**src/rtl/can_irq_pkg.sv**
```systemverilog
package can_irq_pkg;

  localparam int unsigned WARN_LIM = 96;
  localparam int unsigned PASS_LIM = 128;
  localparam int unsigned BOFF_LIM = 255;

  localparam int SYS_ERRA  = 0;
  localparam int SYS_WARN  = 1;
  localparam int SYS_ERRP  = 2;
  localparam int SYS_BOFF  = 3;
  localparam int SYS_SLEEP = 4;
  localparam int SYS_WAKE  = 5;
  localparam int SYS_TOVF  = 6;
  localparam int SYS_N     = 7;

  typedef enum logic [1:0] {
    FC_ACTIVE  = 2'd0,
    FC_PASSIVE = 2'd1,
    FC_BUSOFF  = 2'd2
  } fc_state_e;

  // bus off has priority over error passive
  function automatic fc_state_e fc_classify(input int unsigned t, input int unsigned r);
    if (t > BOFF_LIM) return FC_BUSOFF;
    if (t >= PASS_LIM || r >= PASS_LIM) return FC_PASSIVE;
    return FC_ACTIVE;
  endfunction

  function automatic logic fc_over_warn(input int unsigned t, input int unsigned r);
    return (t > WARN_LIM) || (r > WARN_LIM);
  endfunction

endpackage

```
**src/rtl/can_fc_tracker.sv**
```systemverilog
module can_fc_tracker
  import can_irq_pkg::*;
#(
  parameter int CNT_W = 9
) (
  input  logic             clk,
  input  logic             rst_n,
  input  logic [CNT_W-1:0] tec,
  input  logic [CNT_W-1:0] rec,
  output logic             st_active,
  output logic             st_warn,
  output logic             st_passive,
  output logic             st_busoff
);
  fc_state_e state_q, state_nxt;
  logic      warn_q, warn_nxt;

  always_comb begin
    state_nxt = fc_classify(32'(tec), 32'(rec));
    warn_nxt  = (state_nxt == FC_ACTIVE) && fc_over_warn(32'(tec), 32'(rec));
  end

  always_ff @(posedge clk or negedge rst_n) begin
    if (!rst_n) begin
      state_q <= FC_ACTIVE;
      warn_q  <= 1'b0;
    end else begin
      state_q <= state_nxt;
      warn_q  <= warn_nxt;
    end
  end

  assign st_active  = (state_q == FC_ACTIVE);
  assign st_passive = (state_q == FC_PASSIVE);
  assign st_busoff  = (state_q == FC_BUSOFF);
  assign st_warn    = warn_q;
endmodule

```
**src/rtl/can_sys_events.sv**
```systemverilog
module can_sys_events #(
  parameter int NMB = 8
) (
  input  logic           clk,
  input  logic           rst_n,
  input  logic           sleep_req,
  input  logic [NMB-1:0] tx_pending,
  input  logic           wake_evt,
  input  logic           bus_sync,
  input  logic           tmr_wrap,
  output logic           sleep_st,
  output logic           wake_st,
  output logic           tovf_st
);
  logic armed_q;

  always_ff @(posedge clk or negedge rst_n) begin
    if (!rst_n) begin
      armed_q  <= 1'b0;
      sleep_st <= 1'b0;
      wake_st  <= 1'b0;
      tovf_st  <= 1'b0;
    end else begin
      sleep_st <= sleep_req && (tx_pending == '0);
      wake_st  <= armed_q && bus_sync;
      armed_q  <= wake_evt || (armed_q && !bus_sync);
      tovf_st  <= tmr_wrap;
    end
  end
endmodule

```
**src/rtl/can_irq_mask.sv**
```systemverilog
module can_irq_mask #(
  parameter int W = 23
) (
  input  logic         clk,
  input  logic         rst_n,
  input  logic [W-1:0] set_bits,
  input  logic [W-1:0] clr_bits,
  input  logic [W-1:0] src,
  output logic [W-1:0] mask_q,
  output logic         irq
);
  logic [W-1:0] hit;

  for (genvar i = 0; i < W; i++) begin : g_bit
    always_ff @(posedge clk or negedge rst_n) begin
      if (!rst_n)           mask_q[i] <= 1'b0;
      else if (clr_bits[i]) mask_q[i] <= 1'b0;
      else if (set_bits[i]) mask_q[i] <= 1'b1;
    end
    assign hit[i] = src[i] & mask_q[i];
  end

  assign irq = |hit;
endmodule

```
**src/rtl/can_irq_unit.sv**
```systemverilog
module can_irq_unit
  import can_irq_pkg::*;
#(
  parameter int NMB   = 8,
  parameter int CNT_W = 9,
  localparam int SB   = 2 * NMB,
  localparam int W    = SB + SYS_N
) (
  input  logic             clk,
  input  logic             rst_n,
  input  logic [NMB-1:0]   mb_ready,
  input  logic [NMB-1:0]   mb_abort,
  input  logic [NMB-1:0]   tx_pending,
  input  logic [CNT_W-1:0] tec,
  input  logic [CNT_W-1:0] rec,
  input  logic             wake_evt,
  input  logic             bus_sync,
  input  logic             sleep_req,
  input  logic             tmr_wrap,
  input  logic [W-1:0]     mask_set,
  input  logic [W-1:0]     mask_clr,
  output logic [W-1:0]     status,
  output logic [W-1:0]     mask,
  output logic             irq
);
  logic [NMB-1:0] rdy_q, abt_q;
  logic st_active, st_warn, st_passive, st_busoff;
  logic sleep_st, wake_st, tovf_st;

  always_ff @(posedge clk or negedge rst_n) begin
    if (!rst_n) begin
      rdy_q <= '0;
      abt_q <= '0;
    end else begin
      rdy_q <= mb_ready;
      abt_q <= mb_abort;
    end
  end

  can_fc_tracker #(.CNT_W(CNT_W)) fc_i (
    .clk(clk), .rst_n(rst_n), .tec(tec), .rec(rec),
    .st_active(st_active), .st_warn(st_warn),
    .st_passive(st_passive), .st_busoff(st_busoff)
  );

  can_sys_events #(.NMB(NMB)) sys_i (
    .clk(clk), .rst_n(rst_n), .sleep_req(sleep_req), .tx_pending(tx_pending),
    .wake_evt(wake_evt), .bus_sync(bus_sync), .tmr_wrap(tmr_wrap),
    .sleep_st(sleep_st), .wake_st(wake_st), .tovf_st(tovf_st)
  );

  always_comb begin
    status                  = '0;
    status[NMB-1:0]         = rdy_q;
    status[SB-1:NMB]        = abt_q;
    status[SB + SYS_ERRA]   = st_active;
    status[SB + SYS_WARN]   = st_warn;
    status[SB + SYS_ERRP]   = st_passive;
    status[SB + SYS_BOFF]   = st_busoff;
    status[SB + SYS_SLEEP]  = sleep_st;
    status[SB + SYS_WAKE]   = wake_st;
    status[SB + SYS_TOVF]   = tovf_st;
  end

  can_irq_mask #(.W(W)) msk_i (
    .clk(clk), .rst_n(rst_n), .set_bits(mask_set), .clr_bits(mask_clr),
    .src(status), .mask_q(mask), .irq(irq)
  );
endmodule

```
**config.mk**
```make
export PLATFORM = sky130hd
export DESIGN_NAME = can_irq_unit
export DESIGN_NICKNAME = d
export VERILOG_FILES = /design/src/rtl/can_irq_pkg.sv /design/src/rtl/can_fc_tracker.sv /design/src/rtl/can_sys_events.sv /design/src/rtl/can_irq_mask.sv /design/src/rtl/can_irq_unit.sv
export SDC_FILE = /design/constraint.sdc
export NUM_CORES = 1
export LEC_CHECK = 0
export BUFFER_PORTS_ARGS = -buffer_cell sky130_fd_sc_hd__buf_2
export CAP_MARGIN = 20
export CORE_ASPECT_RATIO = 0.75
export CORE_UTILIZATION = 40
export CTS_CLUSTER_SIZE = 25
export DETAILED_ROUTE_END_ITERATION = 10
export PLACE_DENSITY = 0.83
export SYNTH_ARGS = -nofsm -noshare
export SYNTH_HDL_FRONTEND = slang
export SYNTH_SLANG_ARGS = --single-unit
```
**constraint.sdc**
```tcl
create_clock -name clk -period 3.8 [get_ports clk]
set_clock_uncertainty 0.05 [all_clocks]
set_input_delay 0.19 -clock clk [delete_from_list [all_inputs] [get_ports clk]]
set_output_delay 0.19 -clock clk [all_outputs]
set_load 0.03 [all_outputs]
```
==> qor.json <==
{
  "detail_route.first_pass.iterations": {"value": 4},
  "detailedPlace.worstSlack": {"value": 2.13, "unit": "ns"},
  "antenna_found_initial": {"value": 0},
  "ctsRootBufferMaster": {"value": "sky130_fd_sc_hd__clkbuf_8"},
  "gp_routability_congestion": {"value": 0.741},
  "drcViolationCount": {"value": 0},
  "antennaDiodeCount": {"value": 0},
  "routed_via_count_divided_by_cell_count": {"value": 4.50},
  "grt_use_met3": {"value": 0.0610},
  "global_route.peak_usage_layer": {"value": "met2"},
  "design.die.area": {"value": 0.00428, "unit": "mm²"},
  "clk-insertion-delay-late": {"value": 0.28, "unit": "ns"},
  "period_utilization": {"value": 0.515},
  "cp.arrival": {"value": 1.72, "unit": "ns"},
  "cellPowerDensity": {"value": 386, "unit": "mW/mm²"},
  "finalSetupTns": {"value": 0, "unit": "ns"},
  "htree_levels": {"value": 2},
  "clk_pin_slew_worst_paths": {"value": 0.07, "unit": "ns"},
  "synthesis.nets": {"value": 227},
  "post_synthesis_instance_area": {"value": 0.00161, "unit": "mm²"},
  "post-dp-hpwl": {"value": 3090, "unit": "µm"},
  "synth_top_area_frac": {"value": 0.717},
  "end_kind": {"value": "output port"},
  "status": {"value": "finished, final reports clean"},
  "die_w": {"value": 75.2, "unit": "µm"},
  "grt_pass1_vias": {"value": 1613},
  "drv.max_cap_violation_count": {"value": 0},
  "drt_first_iter_violations": {"value": 61},
  "resized_gates_after_cts": {"value": 0},
  "cts_made_buffers": {"value": 5},
  "finalNetCount": {"value": 406},
  "timing.hold.worst.class": {"value": "in -> reg"},
  "vdd_ir_drop_max": {"value": 0.372, "unit": "mV"},
  "postLayoutSetupSlackWorst": {"value": 1.84, "unit": "ns"},
  "timing.hold.worst_path_depth": {"value": 2},
  "route.vias.total": {"value": 1644},
  "timing.hold.worst_endpoint": {"value": "msk_i.mask_q[19]$_DFFE_PN0P_"},
  "timing.rr.start": {"value": "msk_i.mask_q[11]$_DFFE_PN0P_"},
  "fin_total_pwr": {"value": 0.00109, "unit": "W"},
  "cts_hold_buf": {"value": 34},
  "worstPathMaxFanout": {"value": 2},
  "worst_margin_pin_slew": {"value": 0.976, "unit": "ns"},
  "synth_cell_types": {"value": 22},
  "syn_avg_cell_area": {"value": 12.1, "unit": "µm²"},
  "finalHoldViolations": {"value": 0},
  "period_minus_slack": {"value": 1.96, "unit": "ns"},
  "worst_ep_required_time": {"value": 3.56, "unit": "ns"},
  "grt-ovfl-total": {"value": 0},
  "cts.sink_count": {"value": 46},
  "grt_first_pass_wirelength": {"value": 6640, "unit": "µm"},
  "rrSetupSlack": {"value": 3.05, "unit": "ns"},
  "num_io_pins": {"value": 141},
  "core_area": {"value": 0.00376, "unit": "mm²"},
  "clockBufferDepth": {"value": 2},
  "critical_path_class": {"value": "reg -> out"},
  "area_delta_synth_final": {"value": 75.7, "unit": "%"},
  "wirelength": {"value": 4800, "unit": "µm"},
  "hp-start": {"value": "mask_clr[19]"},
  "timing.slew.headroom": {"value": 0.349},
  "setup_repair_after_global_routing_missed_its_margin": {"value": "no"},
  "wl_per_cell": {"value": 13.2, "unit": "µm"},
  "setup_viol_count_final": {"value": 0},
  "worstSetupStartpoint": {"value": "rdy_q[3]$_DFF_PN0_"},
  "cts_tree": {"value": "built"},
  "die_h": {"value": 56.9, "unit": "µm"},
  "netlist_top_cells_area": {"value": "sky130_fd_sc_hd__dfrtp_1 72%, sky130_fd_sc_hd__nor2_1 11%, sky130_fd_sc_hd__a22oi_1 3.7%, sky130_fd_sc_hd__buf_4 3.3%, sky130_fd_sc_hd__or4_1 1.4%"},
  "ys_ff_latch": {"value": 46},
  "rr_endpoint": {"value": "msk_i.mask_q[11]$_DFFE_PN0P_"},
  "grt_use_met2": {"value": 0.425},
  "grt_use_met1": {"value": 0.214},
  "fp-row-count": {"value": 19},
  "synth_largest_area_cell": {"value": "sky130_fd_sc_hd__dfrtp_1"},
  "initial_utilization": {"value": 0.428},
  "cellLeakagePower": {"value": 1.51, "unit": "nW"},
  "number_of_cell_instances_on_the_worst_register_to_register_path": {"value": 2},
  "maximum_number_of_pins_on_one_net_before_global_route_repair": {"value": 47},
  "antenna_left": {"value": 0},
  "start_kind": {"value": "flip-flop"},
  "globalRouteTotalUtil": {"value": 0.213},
  "drive_gt1_frac": {"value": 0.470},
  "seq_area_frac_synth": {"value": 0.717},
  "drv_slew": {"value": 0},
  "top_achievable_clock_speed": {"value": 511, "unit": "MHz"},
  "postSynthCellCount": {"value": 133},
  "n_fill_cell": {"value": 255},
  "synth_warnings": {"value": 0},
  "port-buffer-count": {"value": 140},
  "cts_setup_buffers": {"value": 0}
}
-- registers in the layout (all words and copies together) (netlist names) --
| name | cells |
|---|---|
| msk_i.mask_q | 23 |
| sys_i.wake_st | 1 |
| rdy_q | 8 |
| sys_i.armed_q | 1 |
| sys_i.sleep_st | 1 |
| sys_i.tovf_st | 1 |
| abt_q | 8 |
| fc_i.state_q | 2 |
| fc_i.st_warn | 1 |
-- cells in the mapped netlist --
cell / instances
sky130_fd_sc_hd__nor2b_1: 1
sky130_fd_sc_hd__a21o_1: 1
sky130_fd_sc_hd__nand2b_1: 1
sky130_fd_sc_hd__nand4_1: 2
sky130_fd_sc_hd__nor3_1: 1
sky130_fd_sc_hd__inv_1: 1
sky130_fd_sc_hd__mux2i_1: 1
sky130_fd_sc_hd__clkbuf_1: 1
sky130_fd_sc_hd__nand3b_1: 1
sky130_fd_sc_hd__and2b_1: 1
sky130_fd_sc_hd__dfrtp_1: 46
sky130_fd_sc_hd__a22o_2: 1
sky130_fd_sc_hd__buf_4: 7
sky130_fd_sc_hd__nor2_1: 49
sky130_fd_sc_hd__nor4_1: 2
sky130_fd_sc_hd__a21oi_1: 1
sky130_fd_sc_hd__or4_1: 3
sky130_fd_sc_hd__a211o_1: 1
sky130_fd_sc_hd__a22oi_1: 8
sky130_fd_sc_hd__and2_1: 1
sky130_fd_sc_hd__a22o_1: 1
sky130_fd_sc_hd__o211ai_1: 2
-- layout by cell type (no fill, tap or decap) --
cell / synthesis / routed
sky130_fd_sc_hd__buf_2: 0 / 140
sky130_fd_sc_hd__nor2_1: 49 / 49
sky130_fd_sc_hd__dfrtp_1: 46 / 46
sky130_fd_sc_hd__dlygate4sd3_1: 0 / 40
sky130_fd_sc_hd__a22oi_1: 8 / 8
sky130_fd_sc_hd__clkbuf_8: 0 / 5
sky130_fd_sc_hd__or4_1: 3 / 3
sky130_fd_sc_hd__o211ai_1: 2 / 2
sky130_fd_sc_hd__nand4_1: 2 / 2
sky130_fd_sc_hd__nor4_1: 2 / 2
sky130_fd_sc_hd__clkbuf_1: 1 / 2
sky130_fd_sc_hd__nor3_1: 1 / 1
sky130_fd_sc_hd__nand2b_1: 1 / 1
sky130_fd_sc_hd__a21oi_1: 1 / 1
sky130_fd_sc_hd__nor2b_1: 1 / 1
sky130_fd_sc_hd__and2b_1: 1 / 1
sky130_fd_sc_hd__mux2i_1: 1 / 1
sky130_fd_sc_hd__a22o_1: 1 / 1
sky130_fd_sc_hd__a22o_2: 1 / 1
sky130_fd_sc_hd__a211o_1: 1 / 1
sky130_fd_sc_hd__nand3b_1: 1 / 1
sky130_fd_sc_hd__and2_1: 1 / 1
sky130_fd_sc_hd__inv_1: 1 / 1
sky130_fd_sc_hd__a21o_1: 1 / 1
sky130_fd_sc_hd__bufinv_16: 0 / 1
-- stage by stage --
stage,std cells,hold WS (ns),instance area [µm²],utilization
finish,365,0.0109,2820,0.751
global route,365,0.000867,2820,0.751
CTS,359,0.0000158,2760,0.736
detailed placement,317,0.249,2320,0.617
global placement,317,0.248,2320,0.617
floorplan,133,-0.156,1610,-
-- where the power goes --
| part | leakage, nW | switching, W | total, W | internal (W) |
|---|---|---|---|---|
| registers | 0.560 | 0.0000192 | 0.000537 | 0.000518 |
| clock network | 0.0524 | 0.000140 | 0.000337 | 0.000197 |
| logic | 0.896 | 0.000118 | 0.000215 | 0.0000971 |
| total | 1.51 | 0.000277 | 0.00109 | 0.000812 |
-- layer usage --
| metal | vias up | wire length, µm |
|---|---|---|
| met2 | 85 | 2560 |
| met4 | 0 | 49 |
| li1 | 800 | - |
| met3 | 6 | 346 |
| met1 | 753 | 1850 |
| met5 | - | 0 |
-- cell type report --
class,instances,area [µm²],share of cell area
Clock buffer,7,76.3,0.0270
Inverter,1,3.75,0.00133
Clock inverter,1,30.0,0.0106
Sequential cell,46,1150,0.408
Multi-Input combinational cell,78,395,0.140
Tap cell,52,65.1,0.0230
Timing Repair Buffer,180,1100,0.390
-- worst max path at each step --
| stage | end | slack (ns) |
|---|---|---|
| finish | irq | 1.84 |
| global route | irq | 1.76 |
| CTS | irq | 1.82 |
| detailed placement | irq | 2.13 |
| global placement | irq | 2.13 |
| floorplan | irq | 2.02 |
-- critical path, stage by stage (launching register included) --
cell                      delay, ns
sky130_fd_sc_hd__dfrtp_1       0.38
sky130_fd_sc_hd__a22o_1        0.23
sky130_fd_sc_hd__a211o_1       0.25
sky130_fd_sc_hd__or4_1         0.38
sky130_fd_sc_hd__buf_2         0.19
-- cells by family (layout without fill, tap and decap cells) --
family | Yosys count | in the layout | share of synthesized area
buf+inv | 9 | 189 | 0.0374
flops | 46 | 46 | 0.717
mux | 1 | 1 | 0.00623
simple gates | 62 | 62 | 0.168
compound gates | 15 | 15 | 0.0717
Note: power is estimated with default switching activity, not from simulation.
